### src/rtl/cmpirq_pkg.sv
`timescale 1ns/1ps
package cmpirq_pkg;
  localparam int PROC_IDX_W  = 4;
  localparam int ADDR_W      = 8;
  localparam int PIN_FIELD_W = 6;

  localparam logic [1:0] REGION_SHARED = 2'b00;
  localparam logic [1:0] REGION_LOCAL  = 2'b01;
  localparam logic [1:0] REGION_OTHER  = 2'b10;

  localparam logic [5:0] OFS_CFG      = 6'h00;
  localparam logic [5:0] OFS_CNT      = 6'h04;
  localparam logic [5:0] OFS_CNT_HI   = 6'h08;
  localparam logic [5:0] OFS_USER_CNT = 6'h0C;

  localparam logic [5:0] OFS_PEND     = 6'h00;
  localparam logic [5:0] OFS_MASK     = 6'h04;
  localparam logic [5:0] OFS_MASK_CLR = 6'h08;
  localparam logic [5:0] OFS_MASK_SET = 6'h0C;
  localparam logic [5:0] OFS_MAP      = 6'h10;
  localparam logic [5:0] OFS_SEL      = 6'h14;
  localparam logic [5:0] OFS_CMP      = 6'h18;
  localparam logic [5:0] OFS_CMP_HI   = 6'h1C;

  typedef enum logic [3:0] {
    RD_NONE,
    RD_CFG,
    RD_CNT,
    RD_ZERO,
    RD_PEND,
    RD_MASK,
    RD_MAP,
    RD_SEL,
    RD_CMP
  } rdSel_e;

  typedef struct packed {
    logic                  cfgWr;
    logic                  cntWr;
    logic                  maskSetWr;
    logic                  maskClrWr;
    logic                  mapWr;
    logic                  selWr;
    logic                  cmpWr;
    rdSel_e                rdSel;
    logic [PROC_IDX_W-1:0] target;
  } strobe_t;
endpackage

### src/rtl/cmpirq_ctrl.sv
`timescale 1ns/1ps
module cmpirq_ctrl
  import cmpirq_pkg::*;
#(
  parameter int NUM_PROC = 2,
  parameter int NUM_PINS = 6,
  parameter int DATA_W   = 32
) (
  input  logic                           busWrEn,
  input  logic                           busRdEn,
  input  logic [PROC_IDX_W-1:0]          busProc,
  input  logic [ADDR_W-1:0]              busAddr,
  input  logic [DATA_W-1:0]              busWrData,
  input  logic [NUM_PROC*PROC_IDX_W-1:0] selFlat,
  output strobe_t                        strobe
);
  localparam int SEL_BITS = NUM_PROC * PROC_IDX_W;

  logic [1:0]            region;
  logic [5:0]            ofs;
  logic [PROC_IDX_W-1:0] reqSel;
  logic                  reqOk;
  logic                  winHit;
  logic                  pinOk;
  logic                  selOk;

  assign region = busAddr[ADDR_W-1:ADDR_W-2];
  assign ofs    = busAddr[5:0];

  // Selector of the requesting processor, for the redirected window
  always_comb begin
    reqSel = '0;
    for (int p = 0; p < NUM_PROC; p++) begin
      if (busProc == PROC_IDX_W'(p)) begin
        reqSel = selFlat[p*PROC_IDX_W +: PROC_IDX_W];
      end
    end
  end

  assign reqOk  = busProc < PROC_IDX_W'(NUM_PROC);
  assign winHit = reqOk && (region == REGION_LOCAL || region == REGION_OTHER);
  assign pinOk  = busWrData[PIN_FIELD_W-1:0] < PIN_FIELD_W'(NUM_PINS);
  assign selOk  = busWrData < DATA_W'(NUM_PROC);

  always_comb begin
    strobe        = '0;
    strobe.rdSel  = RD_NONE;
    strobe.target = (region == REGION_OTHER) ? reqSel : busProc;

    if (busWrEn) begin
      if (region == REGION_SHARED) begin
        case (ofs)
          OFS_CFG: strobe.cfgWr = 1'b1;
          OFS_CNT: strobe.cntWr = 1'b1;
          default: ;
        endcase
      end else if (winHit) begin
        case (ofs)
          OFS_MASK_CLR: strobe.maskClrWr = 1'b1;
          OFS_MASK_SET: strobe.maskSetWr = 1'b1;
          OFS_MAP:      strobe.mapWr     = pinOk;
          OFS_SEL:      strobe.selWr     = selOk;
          OFS_CMP:      strobe.cmpWr     = 1'b1;
          default: ;
        endcase
      end
    end

    if (busRdEn) begin
      if (region == REGION_SHARED) begin
        case (ofs)
          OFS_CFG:      strobe.rdSel = RD_CFG;
          OFS_CNT:      strobe.rdSel = RD_CNT;
          OFS_USER_CNT: strobe.rdSel = RD_CNT;
          OFS_CNT_HI:   strobe.rdSel = RD_ZERO;
          default:      strobe.rdSel = RD_NONE;
        endcase
      end else if (winHit) begin
        case (ofs)
          OFS_PEND:   strobe.rdSel = RD_PEND;
          OFS_MASK:   strobe.rdSel = RD_MASK;
          OFS_MAP:    strobe.rdSel = RD_MAP;
          OFS_SEL:    strobe.rdSel = RD_SEL;
          OFS_CMP:    strobe.rdSel = RD_CMP;
          OFS_CMP_HI: strobe.rdSel = RD_ZERO;
          default:    strobe.rdSel = RD_NONE;
        endcase
      end
    end
  end

  if (SEL_BITS < PROC_IDX_W) begin : g_bad
    initial $display("cmpirq_ctrl: NUM_PROC must be at least 1");
  end
endmodule

### src/rtl/cmpirq_datapath.sv
`timescale 1ns/1ps
module cmpirq_datapath
  import cmpirq_pkg::*;
#(
  parameter int          NUM_PROC   = 2,
  parameter int          NUM_PINS   = 6,
  parameter int          DATA_W     = 32,
  parameter int          MASK_W     = 6,
  parameter int          CMP_BIT    = 1,
  parameter int          STOP_BIT   = 0,
  parameter logic [31:0] RESET_MASK = 32'h32
) (
  input  logic                           clk,
  input  logic                           rst,
  input  strobe_t                        strobe,
  input  logic [DATA_W-1:0]              wrData,
  input  logic [NUM_PROC*NUM_PINS-1:0]   sharedIrq,
  output logic [NUM_PROC*PROC_IDX_W-1:0] selFlat,
  output logic [DATA_W-1:0]              rdData,
  output logic [NUM_PROC*NUM_PINS-1:0]   procPin,
  output logic [DATA_W-1:0]              cntVal,
  output logic                           stopped,
  output logic [NUM_PROC-1:0]            pendVec
);
  localparam int PIN_IDX_W = (NUM_PINS > 1) ? $clog2(NUM_PINS) : 1;

  logic [DATA_W-1:0]     cntQ;
  logic                  stopQ;
  logic [DATA_W-1:0]     cntInc;

  logic [MASK_W-1:0]     maskQ   [NUM_PROC];
  logic                  pendQ   [NUM_PROC];
  logic                  mapOnQ  [NUM_PROC];
  logic [PIN_IDX_W-1:0]  mapPinQ [NUM_PROC];
  logic [DATA_W-1:0]     cmpQ    [NUM_PROC];
  logic [PROC_IDX_W-1:0] selQ    [NUM_PROC];

  logic [NUM_PROC-1:0]   hit;
  logic [NUM_PROC-1:0]   match;
  logic [NUM_PROC-1:0]   localReq;

  assign cntInc = cntQ + DATA_W'(1);

  // Shared counter
  always_ff @(posedge clk) begin
    if (rst) begin
      cntQ  <= '0;
      stopQ <= 1'b0;
    end else begin
      if (strobe.cfgWr) begin
        stopQ <= wrData[STOP_BIT];
      end
      if (stopQ) begin
        if (strobe.cntWr) begin
          cntQ <= wrData;
        end
      end else begin
        cntQ <= cntInc;
      end
    end
  end

  always_comb begin
    for (int p = 0; p < NUM_PROC; p++) begin
      hit[p]      = (strobe.target == PROC_IDX_W'(p));
      match[p]    = !stopQ && (cntInc == cmpQ[p]);
      localReq[p] = pendQ[p] && maskQ[p][CMP_BIT] && mapOnQ[p];
    end
  end

  // Per-processor register set
  always_ff @(posedge clk) begin
    if (rst) begin
      for (int p = 0; p < NUM_PROC; p++) begin
        maskQ[p]   <= RESET_MASK[MASK_W-1:0];
        pendQ[p]   <= 1'b0;
        mapOnQ[p]  <= 1'b1;
        mapPinQ[p] <= '0;
        cmpQ[p]    <= '1;
        selQ[p]    <= '0;
      end
    end else begin
      for (int p = 0; p < NUM_PROC; p++) begin
        if (hit[p] && strobe.maskSetWr) begin
          maskQ[p] <= maskQ[p] | wrData[MASK_W-1:0];
        end else if (hit[p] && strobe.maskClrWr) begin
          maskQ[p] <= maskQ[p] & ~wrData[MASK_W-1:0];
        end
        if (hit[p] && strobe.mapWr) begin
          mapOnQ[p]  <= wrData[DATA_W-1];
          mapPinQ[p] <= wrData[PIN_IDX_W-1:0];
        end
        if (hit[p] && strobe.selWr) begin
          selQ[p] <= wrData[PROC_IDX_W-1:0];
        end
        if (hit[p] && strobe.cmpWr) begin
          cmpQ[p]  <= wrData;
          pendQ[p] <= 1'b0;
        end else if (match[p]) begin
          pendQ[p] <= 1'b1;
        end
      end
    end
  end

  // Pin combine: shared level OR routed local compare
  for (genvar p = 0; p < NUM_PROC; p++) begin : g_proc
    assign selFlat[p*PROC_IDX_W +: PROC_IDX_W] = selQ[p];
    assign pendVec[p] = pendQ[p];
    for (genvar k = 0; k < NUM_PINS; k++) begin : g_pin
      assign procPin[p*NUM_PINS+k] = sharedIrq[p*NUM_PINS+k] |
        (localReq[p] && (mapPinQ[p] == PIN_IDX_W'(k)));
    end
  end

  // Read mux
  logic [MASK_W-1:0]     tMask;
  logic                  tPend;
  logic                  tMapOn;
  logic [PIN_IDX_W-1:0]  tMapPin;
  logic [DATA_W-1:0]     tCmp;
  logic [PROC_IDX_W-1:0] tSel;

  always_comb begin
    tMask   = '0;
    tPend   = 1'b0;
    tMapOn  = 1'b0;
    tMapPin = '0;
    tCmp    = '0;
    tSel    = '0;
    for (int p = 0; p < NUM_PROC; p++) begin
      if (hit[p]) begin
        tMask   = maskQ[p];
        tPend   = pendQ[p];
        tMapOn  = mapOnQ[p];
        tMapPin = mapPinQ[p];
        tCmp    = cmpQ[p];
        tSel    = selQ[p];
      end
    end
  end

  always_comb begin
    rdData = '0;
    case (strobe.rdSel)
      RD_CFG:  rdData[STOP_BIT] = stopQ;
      RD_CNT:  rdData = cntQ;
      RD_PEND: rdData[CMP_BIT] = tPend;
      RD_MASK: rdData[MASK_W-1:0] = tMask;
      RD_MAP: begin
        rdData[DATA_W-1]      = tMapOn;
        rdData[PIN_IDX_W-1:0] = tMapPin;
      end
      RD_SEL:  rdData[PROC_IDX_W-1:0] = tSel;
      RD_CMP:  rdData = tCmp;
      default: rdData = '0;
    endcase
  end

  assign cntVal  = cntQ;
  assign stopped = stopQ;
endmodule

### src/rtl/cmp_irq_unit.sv
`timescale 1ns/1ps
module cmp_irq_unit
  import cmpirq_pkg::*;
#(
  parameter int NUM_PROC = 2,
  parameter int NUM_PINS = 6,
  parameter int DATA_W   = 32
) (
  input  logic                         clk,
  input  logic                         rst,
  input  logic                         busWrEn,
  input  logic                         busRdEn,
  input  logic [PROC_IDX_W-1:0]        busProc,
  input  logic [ADDR_W-1:0]            busAddr,
  input  logic [DATA_W-1:0]            busWrData,
  output logic [DATA_W-1:0]            busRdData,
  input  logic [NUM_PROC*NUM_PINS-1:0] sharedIrq,
  output logic [NUM_PROC*NUM_PINS-1:0] procPin
);
  strobe_t                        strobe;
  logic [NUM_PROC*PROC_IDX_W-1:0] selFlat;
  logic [DATA_W-1:0]              cntVal;
  logic                           stopped;
  logic [NUM_PROC-1:0]            pendVec;

  cmpirq_ctrl #(
    .NUM_PROC(NUM_PROC), .NUM_PINS(NUM_PINS), .DATA_W(DATA_W)
  ) u_ctrl (
    .busWrEn  (busWrEn),
    .busRdEn  (busRdEn),
    .busProc  (busProc),
    .busAddr  (busAddr),
    .busWrData(busWrData),
    .selFlat  (selFlat),
    .strobe   (strobe)
  );

  cmpirq_datapath #(
    .NUM_PROC(NUM_PROC), .NUM_PINS(NUM_PINS), .DATA_W(DATA_W)
  ) u_dp (
    .clk      (clk),
    .rst      (rst),
    .strobe   (strobe),
    .wrData   (busWrData),
    .sharedIrq(sharedIrq),
    .selFlat  (selFlat),
    .rdData   (busRdData),
    .procPin  (procPin),
    .cntVal   (cntVal),
    .stopped  (stopped),
    .pendVec  (pendVec)
  );
endmodule

### config.mk
export PLATFORM = sky130hd
export DESIGN_NAME = cmp_irq_unit
export DESIGN_NICKNAME = d
export VERILOG_FILES = /design/src/rtl/cmpirq_pkg.sv /design/src/rtl/cmpirq_ctrl.sv /design/src/rtl/cmpirq_datapath.sv /design/src/rtl/cmp_irq_unit.sv
export SDC_FILE = /design/constraint.sdc
export NUM_CORES = 1
export LEC_CHECK = 0
export BUFFER_PORTS_ARGS = -buffer_cell sky130_fd_sc_hd__buf_2
export CAP_MARGIN = 0
export CORE_AREA = 4 4 135 137
export DETAILED_ROUTE_END_ITERATION = 12
export DIE_AREA = 0 0 139 141
export PLACE_DENSITY = 0.77
export SYNTH_ARGS = -nofsm -noshare
export SYNTH_HDL_FRONTEND = slang
export SYNTH_SLANG_ARGS = --single-unit
### constraint.sdc
create_clock -name clk -period 4.05 [get_ports clk]
set_clock_uncertainty 0.1 [all_clocks]
set_input_delay 0.6075 -clock clk [delete_from_list [all_inputs] [get_ports clk]]
set_output_delay 0.6075 -clock clk [all_outputs]
set_load 0.05 [all_outputs]
# Word level (Yosys, flattened, before mapping)
# Memories as Yosys holds them, arrays and structs flattened.
# Cells that the tools add are included.
# totals
memories	6
word_cells	212
out_inout_bits	44
mem_bits_rw	94
ff_bits	33
# mem_list
name	words	word_bits	read_ports	rd_clocked_by_memory_dff	wr	line	text
u_dp.cmpQ	2	32	2	0	2	cmpirq_datapath.sv:35	logic [DATA_W-1:0] cmpQ [NUM_PROC];
u_dp.maskQ	2	6	2	0	2	cmpirq_datapath.sv:31	logic [MASK_W-1:0] maskQ [NUM_PROC];
u_dp.selQ	2	4	2	0	2	cmpirq_datapath.sv:36	logic [PROC_IDX_W-1:0] selQ [NUM_PROC];
u_dp.mapPinQ	2	3	2	0	2	cmpirq_datapath.sv:34	logic [PIN_IDX_W-1:0] mapPinQ [NUM_PROC];
u_dp.mapOnQ	2	1	2	0	2	cmpirq_datapath.sv:33	logic mapOnQ [NUM_PROC];
u_dp.pendQ	2	1	2	0	2	cmpirq_datapath.sv:32	logic pendQ [NUM_PROC];
# classes
add_sub_neg	1
eq_ne	31
n_mux	98
reduce_logical	38
n_bitwise	33
order_cmp	3
# op_table
op	n
$mux W32	6
$eq A32 B32 Y1	2
$mux W1	59
$pmux W25 S2	1
$mux W4	10
$mux W6	6
$add A32 B1 Y32 const B	1
$lt A32 B2 Y1 const B	1
$logic_and A1 B1 Y1	29
$or A1 B1 Y1	28
$eq A6 B5 Y1 const B	4
$pmux W4 S6	1
$eq A4 B3 Y1 const B	4
$and A6 B6 Y6	2
$eq A3 B2 Y1 const B	4
$eq A3 B3 Y1 const B	4
$eq A4 B1 Y1 const B	3
$eq A6 B4 Y1 const B	2
$mux W3	4
$or A6 B6 Y6	2
$pmux W1 S6	2
$pmux W2 S3	2
$mux W5	2
$logic_not A4 Y1	2
21 further kinds	23

# Depth between registers and ports, before layout
# Gate-level depths: netlist (run 1).
# depth
word_depth	12
ltp_mapped	11
ltp_nobuf	10

# By module
# From an unflattened synthesis (run 1), not the netlist that was laid out.
# unflattened
hier_cells	973
area_unflattened_um2	8834.7
# by_module_without_submodules
mod	instances	cells_each	area_per_inst_um2
cmpirq_datapath	1	912	8426.8
cmpirq_ctrl	1	61	407.9

# Least setup slack after synthesis (run 1)
# Ideal clock, no wire load.
# synth_path
path_type	input to output
startpoint	in busAddr[6]
endpoint	out busRdData[13]
path_buffers	2
cell_stages	9
path_slack_ns	-0.239
arrival_ns	3.581
cell_sequence	inv_1 ha_1 nand2_1 nor3_1 a311oi_1 clkbuf_1 buf_1 mux2i_1 o21ai_0
# synth_between
elab_chain_cells	8
word_cells_on_any_way	16
cone_classes	5 x eq/ne; 7 x mux; 4 x reduce/logical
# synth_rtl
element	line	text
from (decl)	cmp_irq_unit.sv:14	input logic [ADDR_W-1:0] busAddr,
$eq A2 B1 Y1 or $eq A2 B2 Y1 (tied branches)	cmpirq_ctrl.sv:41, cmpirq_ctrl.sv:48	
$logic_or A1 B1 Y1	cmpirq_ctrl.sv:41	assign winHit = reqOk && (region == REGION_LOCAL || region == REGION_OTHER);
$logic_and A1 B1 Y1	cmpirq_ctrl.sv:41	
$mux W4	cmpirq_ctrl.sv:78	end else if (winHit) begin
$mux W4	cmpirq_ctrl.sv:70	if (region == REGION_SHARED) begin
$mux W4	cmpirq_ctrl.sv:69	if (busRdEn) begin
$eq A4 B4 Y1 or $eq A4 B2 Y1 (tied branches)	cmpirq_datapath.sv:145	case (strobe.rdSel)
$pmux W25 S2 *	cmpirq_datapath.sv:145	
to (decl)	cmp_irq_unit.sv:16	output logic [DATA_W-1:0] busRdData,
# Mark *: on every way between the ends. The rest lies on a longest branch, timed or not.

# Worst setup path after layout (run 1)
# layout_path
startpoint	in busProc[3]
endpoint	out busRdData[1]
# layout_between
elab_chain_cells	8
word_cells_on_any_way	29
cone_classes	1 x order compare; 8 x eq/ne; 17 x mux; 3 x reduce/logical
# layout_rtl
element	line	text
from (decl)	cmp_irq_unit.sv:13	input logic [PROC_IDX_W-1:0] busProc,
branches (longest 7 deep; another with $lt A4 B2 Y1)	-	
$pmux W1 S6 *	cmpirq_datapath.sv:145	
# Mark *: on every way between the ends.

==> impl_metrics.env, run 1 <==
export IMPL_status="finished, final reports clean"
export IMPL_synth_top_family_by_area="simple AND/OR/NAND/NOR gates"
export IMPL_synthTopCellsByCount="97 x nand2_1, 93 x edfxtp_1, 67 x o21ai_0, 65 x nor2_1, 53 x xnor2_1"
export IMPL_htree_num_levels=4
export IMPL_synth_compound_area_share_pct=16.7
export IMPL_synth_warnings=0
export IMPL_synth_most_common_cell="nand2_1"
export IMPL_io_pins=104
export IMPL_finalNonFillerCells=1257
export IMPL_maxCapViolCount=0
export IMPL_critPathLaunch="busProc[3]"
export IMPL_start_util_pct=49.4
export IMPL_reg2reg_to="u_dp.pendQ[0]"
export IMPL_grt_use_met1_pct=38.4
export IMPL_ys_seq_area_share_pct=41.2
export IMPL_hold_viol_final=0
export IMPL_drt_initial_drc_count=1042
export IMPL_n_antenna_cell=0
export IMPL_synth_fa_ha_area_share_pct=0.445
export IMPL_gp_congestion=0.981
export IMPL_cts_hold_buf=0
export IMPL_die_area_um2=19600
export IMPL_root_buffer="clkbuf_16"
export IMPL_drt_vias_per_instance=6.31
export IMPL_min_period_ps=3750
export IMPL_die_width_um=139
export IMPL_switching_share_pct=22.9
export IMPL_required_ps=3340
export IMPL_final_area_um2=10000
export IMPL_vias=7928
export IMPL_synth_largest_area_cell="edfxtp_1"
export IMPL_antenna_found_initial=1
export IMPL_r2r_start="u_dp.cntVal[0]"
export IMPL_arrival_ps=3040
export IMPL_syn_area_um2=8430
export IMPL_p_int_uw=2700
export IMPL_crit_path_end_kind="output port"
export IMPL_wl_per_cell_um=21.2
export IMPL_nets=1082
export IMPL_maxSlewViolCount=0
export IMPL_dp_cells=1225
export IMPL_worst_slew_pin_slew_ps=942
export IMPL_power_leakage_uw=0.00360
export IMPL_post_cts_resize_count=0
export IMPL_synth_top_cell_area_share_pct=33.1
export IMPL_clockBufferDepth=2
export IMPL_postRouteWirelength_um=26700
export IMPL_cts_tree="done"
export IMPL_critPathMaxFanout=4
export IMPL_grt_use_met3_pct=5.39
export IMPL_synth_area_leaders="edfxtp_1 33%, dfxtp_1 8.1%, xnor2_1 5.5%"
export IMPL_synthArstFlopShare_pct=0
export IMPL_path_class="in -> out"
export IMPL_post_dp_cell_area_um2=9370
export IMPL_synthMuxAreaShare_pct=6.35
export IMPL_reg2reg_slack_ps=370
export IMPL_grt_overflow_total=0
export IMPL_reg2reg_depth=10
export IMPL_post_route_drc_count=0
export IMPL_gr_usage_met2_pct=42.2
export IMPL_multi_input_area_um2=4640
export IMPL_grt_max_degree=43
export IMPL_rsz0062_at_grt="false"
export IMPL_synth_edf_count=93
export IMPL_drive_above_1_share_pct=20.5
export IMPL_portBuffers=103
export IMPL_synthSimpleGateAreaFrac_pct=22.1
export IMPL_final_setup_viol_count=0
export IMPL_p_sw_uw=801
export IMPL_synth_xor_area_share_pct=8.91
export IMPL_power_density_nw_per_um2=349
export IMPL_synth_ff_type="edfxtp_1"
export IMPL_syn2layout_area_growth_pct=19.0
export IMPL_regArea_um2=3470
export IMPL_firstDrtPassIters=5
export IMPL_core_um2=17100
export IMPL_cts_sinks=127
export IMPL_row_count=48
export IMPL_busiest_layer="met2"
export IMPL_clock_latency_ps=440
export IMPL_yosys_register_bits=127
export IMPL_min_path_type="in -> reg"
export IMPL_fill_cells=1522
export IMPL_tns_ps=0
export IMPL_grt_pass1_vias=7379
export IMPL_detailed_place_hpwl_um=19500
export IMPL_slew_headroom_pct=37.2
export IMPL_ys_types=68
export IMPL_clock_fmax_ghz=0.267
export IMPL_pwr_share_clk_pct=50.4
export IMPL_ant_nets=0
export IMPL_synth_cells=912
export IMPL_fin_crit_sh_pct=92.6
export IMPL_endpoint="busRdData[1]"
export IMPL_clk_pin_slew_ps=60
export IMPL_grt_pass1_wl_um=41500
export IMPL_post_cts_buffers=0
export IMPL_pwr_share_seq_pct=41.7
export IMPL_synth_area_per_cell_um2=9.24
export IMPL_numCtsBuffers=17
export IMPL_peakVddDrop_uv=310
export IMPL_startpoint_type="primary input"
export IMPL_grt_usage_pct=27.0
export IMPL_timing_hold_ws_ps=338
export IMPL_die_h_um=141
export IMPL_combPwrFrac_pct=7.9
## metrics by stage
stage / total power [µW] / setup WS [ps] / utilization, %
after detailed placement: 1750 / 391 / 54.9
after floorplan: 1640 / 24.8 / -
after CTS: 3490 / 385 / 58.8
final: 3500 / 298 / 58.8
after global placement: 1750 / 404 / 54.9
after global routing: 3580 / 170 / 58.8
## placed cells by master (no fill, tap or decap), types with 10 or more instances in the layout
cell type	count
xnor2_1	53
mux2i_1	40
nor2_1	64
a21oi_1	35
clkbuf_16	17
nand3_1	20
o21ai_0	43
buf_4	45
edfxtp_1	93
and3_1	12
o21ai_1	24
a211oi_1	10
dfxtp_1	33
nand2b_1	36
a22oi_1	13
nor2b_1	12
buf_2	103
nor4_1	19
nand2_1	97
nand4_1	17
xor2_1	25
inv_1	22
nor3b_1	11
nor3_1	19
## worst max-delay path, stage by stage
cell,delay [ps]
buf_2,100
or3_1,410
nor3_1,430
a311o_1,300
nand2_1,80
a2111oi_0,490
a21oi_1,80
nor2_1,120
a221o_1,150
buf_2,270
## power groups by stage
stage	Combinational (µW)	Clock, µW	Sequential, µW
3_5_place_dp	271	0	1480
3_3_place_gp	268	0	1480
2_1_floorplan	170	0	1470
6_report	277	1760	1460
4_1_cts	274	1760	1460
5_1_grt	296	1830	1460
## metal layers
layer | wire, µm | part of all wire [%]
met5 | 7 | 0.026
met1 | 11300 | 42
met2 | 12100 | 45
met3 | 2750 | 10
met4 | 540 | 2.0
## area by class of cell
cell class,count,area share [%]
Inverter,22,0.823
Sequential cell,127,34.6
Clock inverter,11,2.11
Timing Repair Buffer,150,8.91
Tap cell,225,2.81
Multi-Input combinational cell,701,46.2
Clock buffer,21,4.49
## worst min-delay path by stage
stage / from / end / cells past startpoint
2_1_floorplan: u_dp.pendQ[1] / u_dp.pendQ[1] / 2
3_3_place_gp: u_dp.cntVal[30] / u_dp.cntVal[30] / 2
3_5_place_dp: u_dp.pendQ[1] / u_dp.pendQ[1] / 2
4_1_cts: busWrData[6] / u_dp.cntVal[6] / 3
5_1_grt: busWrData[25] / u_dp.cntVal[25] / 3
6_report: busWrData[6] / u_dp.cntVal[6] / 3
## cells by family after synthesis
group / after synthesis
muxes: 48
adders and majority gates: 3
xor gates and xnor gates: 81
other: 1
and+or+nand+nor: 353
DFF: 127
buffers and inverters: 89
AOI/OAI and AO/OA: 210
## state kept, by name, indices dropped and copies added (netlist names)
name,cells
u_dp.cmpQ,64
u_dp.cntVal,32
u_dp.mapOnQ,2
u_dp.mapPinQ,6
u_dp.maskQ,12
u_dp.pendQ,2
u_dp.selQ,8
u_dp.stopped,1
No activity file was read; power rests on OpenSTA's default activity.
==> inputs of run 2 (changes only) <==
--- a/config.mk
+++ b/config.mk
@@ -7,10 +7,10 @@
 export LEC_CHECK = 0
 export BUFFER_PORTS_ARGS = -buffer_cell sky130_fd_sc_hd__buf_2
 export CAP_MARGIN = 0
-export CORE_AREA = 4 4 135 137
+export CORE_AREA = 4 4 161 163
 export DETAILED_ROUTE_END_ITERATION = 12
-export DIE_AREA = 0 0 139 141
-export PLACE_DENSITY = 0.77
+export DIE_AREA = 0 0 165 167
+export PLACE_DENSITY = 0.59
 export SYNTH_ARGS = -nofsm -noshare
 export SYNTH_HDL_FRONTEND = slang
 export SYNTH_SLANG_ARGS = --single-unit
==> impl_metrics.env, run 2 (synthesized netlist as in run 1, its figures left out) <==
export IMPL_die_width_um=165
export IMPL_gr_usage_met2_pct=31.2
export IMPL_crit_path_end_kind="flip-flop"
export IMPL_crit_path_cell_trace="ha_1 > nand3_2 > or4_4 > nor4_1 > xnor2_1 > xnor2_1 > nor4b_1 > and4_1 > nand2b_1"
export IMPL_power_leakage_uw=0.00369
export IMPL_rsz0062_at_grt="false"
export IMPL_firstDrtPassIters=5
export IMPL_pwr_share_clk_pct=51.3
export IMPL_startpoint_type="flip-flop"
export IMPL_drt_initial_drc_count=726
export IMPL_nets=1096
export IMPL_arrival_ps=3820
export IMPL_final_common_cell="buf_2"
export IMPL_clock_fmax_ghz=0.265
export IMPL_clockBufferDepth=2
export IMPL_ant_nets=0
export IMPL_maxCapViolCount=0
export IMPL_largest_reg_flops=64
export IMPL_htree_num_levels=4
export IMPL_hold_viol_final=0
export IMPL_post_cts_resize_count=0
export IMPL_status="finished, final reports clean"
export IMPL_maxSlewViolCount=0
export IMPL_power_uw=3570
export IMPL_post_route_drc_count=0
export IMPL_power_density_nw_per_um2=347
export IMPL_dp_cells=1338
export IMPL_grt_max_degree=57
export IMPL_die_area_um2=27600
export IMPL_post_dp_cell_area_um2=9600
export IMPL_postRouteWirelength_um=28600
export IMPL_critPathMaxStageDelay_ps=610
export IMPL_portBuffers=103
export IMPL_vias=7739
export IMPL_die_h_um=167
export IMPL_drt_vias_per_instance=5.65
export IMPL_row_count=57
export IMPL_grt_usage_pct=20.7
export IMPL_min_period_ps=3780
export IMPL_fin_crit_sh_pct=93.2
export IMPL_min_path_type="in -> reg"
export IMPL_worst_path_most_repeated_cell="xnor2_1"
export IMPL_start_util_pct=34.7
export IMPL_final_area_um2=10300
export IMPL_switching_share_pct=23.0
export IMPL_grt_pass1_vias=7480
export IMPL_clock_latency_ps=440
export IMPL_slowest_stage="or4_4"
export IMPL_n_antenna_cell=0
export IMPL_path_class="reg -> reg"
export IMPL_antenna_found_initial=0
export IMPL_cts_hold_buf=0
export IMPL_top_register="u_dp.cmpQ"
export IMPL_post_cts_buffers=0
export IMPL_timing_hold_ws_ps=349
export IMPL_final_setup_viol_count=0
export IMPL_numCtsBuffers=17
export IMPL_detailed_place_hpwl_um=21200
export IMPL_crit_family="simple AND/OR/NAND/NOR gates"
export IMPL_gp_congestion=1.01
export IMPL_slew_headroom_pct=36.5
export IMPL_grt_pass1_wl_um=43900
export IMPL_combPwrFrac_pct=7.9
export IMPL_mostFrequentLayoutCells="103 x buf_2, 97 x nand2_1, 93 x edfxtp_1"
export IMPL_tns_ps=0
export IMPL_busiest_layer="met2"
export IMPL_root_buffer="clkbuf_16"
export IMPL_pwr_share_seq_pct=40.8
export IMPL_grt_use_met1_pct=29.8
export IMPL_core_um2=24300
export IMPL_cts_tree="done"
export IMPL_crit_buf_inv=0
export IMPL_grt_use_met3_pct=4.20
export IMPL_drive_above_1_share_pct=21.8
export IMPL_finalNonFillerCells=1370
export IMPL_clk_pin_slew_ps=60
export IMPL_wl_per_cell_um=20.9
export IMPL_cts_sinks=127
export IMPL_syn2layout_area_growth_pct=22.1
export IMPL_peakVddDrop_uv=222
export IMPL_p_sw_uw=822
export IMPL_grt_overflow_total=0
export IMPL_worst_slew_pin_slew_ps=953
export IMPL_io_pins=104
export IMPL_p_int_uw=2740
export IMPL_required_ps=4090
export IMPL_critPathMaxFanout=8
run 2: cell types whose count changed in the layout (fill, tap and decap cells not counted), sizes merged:
cell      before  now
buf          150  164
clkbuf        21   17
clkinv         2    6
clkinvlp       3    1
bufinv         6    7
inv           22   23
run 2: power by group through the flow:
stage	registers (µW)	logic [µW]	clock network [µW]
floorplan	1470	170	0
global placement	1480	279	0
detailed placement	1480	280	0
CTS	1450	281	1830
global route	1460	304	1890
finish	1450	282	1830
run 2: through the flow:
| step | setup slack [ps] | util, % |
|---|---|---|
| final | 274 | 42.3 |
| after detailed placement | 336 | 39.5 |
| after global placement | 329 | 39.5 |
| after global routing | 48.4 | 42.3 |
| after CTS | 323 | 42.3 |
| after floorplan | 24.8 | - |
run 2: worst paths after layout:
path         depth (start not counted)       startpoint  slack (ps)              end
max                                  9   u_dp.cntVal[1]         270    u_dp.pendQ[0]
min                                  3     busWrData[6]         350   u_dp.cntVal[6]
max reg2reg                          9   u_dp.cntVal[1]         270    u_dp.pendQ[0]
min reg2reg                          2  u_dp.cntVal[30]         430  u_dp.cntVal[30]
run 2: final cells by class:
type                            instances  area (µm²)
Clock buffer                           17         425
Clock inverter                         15         265
Fill cell                            2387       14000
Inverter                               22        82.6
Multi-Input combinational cell        701        4640
Sequential cell                       127        3470
Tap cell                              324         405
Timing Repair Buffer                  164         998
run 2: layer usage:
layer	vias up	routed length [µm]
li1	3629	-
met1	3709	12900
met2	356	12800
met3	45	2290
met4	0	622
met5	-	0
run 2: worst reg2reg max path, cell delays in order, from the launching register on:
cell and delay, ps:
dfxtp_1 490, ha_1 260, nand3_2 200, or4_4 610, nor4_1 570, xnor2_1 220, xnor2_1 210, nor4b_1 430
and4_1 280, nand2b_1 120
==> inputs of run 3 (changes only) <==
==> constraint.sdc (replaced) <==
create_clock -name clk -period 4.05 [get_ports clk]
set_clock_uncertainty 0.1 [all_clocks]
set_input_delay 0.2025 -clock clk [delete_from_list [all_inputs] [get_ports clk]]
set_output_delay 0.2025 -clock clk [all_outputs]
set_load 0.05 [all_outputs]
==> impl_metrics.env, run 3 (synthesized netlist as in run 1, its figures left out) <==
export IMPL_status="finished, final reports clean"
export IMPL_combPwrFrac_pct=8.4
export IMPL_regArea_um2=3470
export IMPL_maxCapViolCount=0
export IMPL_grt_usage_pct=20.9
export IMPL_clock_latency_ps=430
export IMPL_multi_input_area_um2=4640
export IMPL_worstHoldEndpoint="u_dp.cmpQ[0][29]"
export IMPL_numCtsBuffers=17
export IMPL_die_width_um=165
export IMPL_clk_pin_slew_ps=60
export IMPL_pwr_share_seq_pct=43.6
export IMPL_slew_headroom_pct=35.0
export IMPL_fill_cells=2403
export IMPL_antenna_found_initial=0
export IMPL_pwr_share_clk_pct=48.0
export IMPL_critPathMaxStageDelay_ps=620
export IMPL_wl_met1_um=12700
export IMPL_startpoint_type="flip-flop"
export IMPL_preCtsSetupSlack_ps=352
export IMPL_gp_congestion=0.965
export IMPL_drive_above_1_share_pct=20.0
export IMPL_min_path_type="in -> reg"
export IMPL_die_h_um=167
export IMPL_detailed_place_hpwl_um=21700
export IMPL_post_dp_cell_area_um2=9420
export IMPL_arrival_ps=3790
export IMPL_core_um2=24300
export IMPL_critPathMaxFanout=10
export IMPL_min_period_ps=3750
export IMPL_largest_reg_flops=64
export IMPL_critPathLaunch="u_dp.cntVal[0]"
export IMPL_p_sw_uw=819
export IMPL_required_ps=4090
export IMPL_drt_initial_drc_count=781
export IMPL_post_cts_buffers=0
export IMPL_path_class="reg -> reg"
export IMPL_wl_met2_um=13900
export IMPL_vias=7807
export IMPL_power_leakage_uw=0.00358
export IMPL_cts_tree="done"
export IMPL_grt_pass1_vias=7364
export IMPL_routed_top_layer="met4"
export IMPL_clock_fmax_ghz=0.266
export IMPL_rsz0062_at_grt="false"
export IMPL_htree_num_levels=4
export IMPL_final_area_um2=10100
export IMPL_portBuffers=103
export IMPL_root_buffer="clkbuf_16"
export IMPL_drt_vias_per_instance=5.74
export IMPL_die_area_um2=27600
export IMPL_top_register="u_dp.cmpQ"
export IMPL_syn2layout_area_growth_pct=20.1
export IMPL_hold_start="busWrData[29]"
export IMPL_switching_share_pct=24.5
export IMPL_start_util_pct=34.7
export IMPL_worst_path_most_repeated_cell="xnor2_1"
export IMPL_post_route_drc_count=0
export IMPL_grt_max_degree=43
export IMPL_maxSlewViolCount=0
export IMPL_slowest_stage="or4_4"
export IMPL_hold_path_depth=2
export IMPL_crit_path_end_kind="flip-flop"
export IMPL_tns_ps=0
export IMPL_io_pins=104
export IMPL_row_count=57
export IMPL_reg2reg_slack_ps=300
export IMPL_ant_nets=0
export IMPL_wl_met3_um=2040
export IMPL_cts_sinks=127
export IMPL_r2r_start="u_dp.cntVal[0]"
export IMPL_crit_path_cell_trace="ha_1 > nand3_2 > or4_4 > nor4_1 > xnor2_1 > xnor2_1 > nor4b_1 > and4_1 > nand2b_1"
export IMPL_clockBufferDepth=2
export IMPL_postRouteWirelength_um=29300
export IMPL_power_density_nw_per_um2=330
export IMPL_grt_overflow_total=0
export IMPL_peakVddDrop_uv=251
export IMPL_timing_final_ws_setup_ps=297
export IMPL_reg2reg_depth=9
export IMPL_hold_viol_final=0
export IMPL_n_antenna_cell=0
export IMPL_final_setup_viol_count=0
export IMPL_wl_per_cell_um=21.6
export IMPL_nets=1085
export IMPL_reg2reg_to="u_dp.pendQ[0]"
export IMPL_mostFrequentLayoutCells="103 x buf_2, 97 x nand2_1, 93 x edfxtp_1"
export IMPL_firstDrtPassIters=5
export IMPL_p_int_uw=2520
export IMPL_fin_crit_sh_pct=92.7
export IMPL_grt_pass1_wl_um=44400
export IMPL_worst_slew_pin_slew_ps=976
export IMPL_final_common_cell="buf_2"
run 3: timing repair:
action,in CTS,in global routing
gates resized for setup,0,0
hold buffers,10,0
hold endpoints to repair,16,0
run 3: worst max path at each step:
stage | endpoint | depth (start not counted)
CTS | u_dp.pendQ[0] | 9
finish | u_dp.pendQ[0] | 9
floorplan | busRdData[13] | 9
global placement | u_dp.pendQ[0] | 8
global route | u_dp.pendQ[0] | 9
detailed placement | u_dp.pendQ[0] | 9
run 3: layout make-up:
type	count	area share, %
Clock buffer	20	4.41
Tap cell	324	4.00
Multi-Input combinational cell	701	45.8
Sequential cell	127	34.3
Timing Repair Buffer	153	9.05
Clock inverter	12	1.61
Inverter	22	0.816
run 3: power by group through the flow:
stage	logic, µW	clock network, µW	registers (µW)
2_1_floorplan	170	0	1470
3_3_place_gp	268	0	1480
3_5_place_dp	270	0	1480
4_1_cts	279	1620	1460
5_1_grt	300	1670	1460
6_report	281	1600	1460
run 3: critical path: cells and delay by family, from the launching register on:
kind | cells | cell delay (ps)
XOR/XNOR | 2 | 380
AND/OR/NAND/NOR | 6 | 2030
flip-flops | 1 | 540
adder cells (fa/ha/maj) | 1 | 400
run 3: metal layers:
metal | vias up | track usage [%]
met3 | 49 | 3.91
met4 | 0 | 6.76
met1 | 3803 | 28.9
li1 | 3608 | -
met2 | 347 | 33.1
met5 | - | 0
run 3: through the flow:
stage | hold slack [ps] | std cells | total power [µW] | util [%]
2_1_floorplan | 239 | 917 | 1640 | -
3_3_place_gp | 381 | 1317 | 1750 | 38.7
3_5_place_dp | 392 | 1317 | 1750 | 38.7
4_1_cts | 2.66 | 1359 | 3350 | 41.6
5_1_grt | 12.8 | 1359 | 3430 | 41.6
6_report | 12.8 | 1359 | 3340 | 41.6
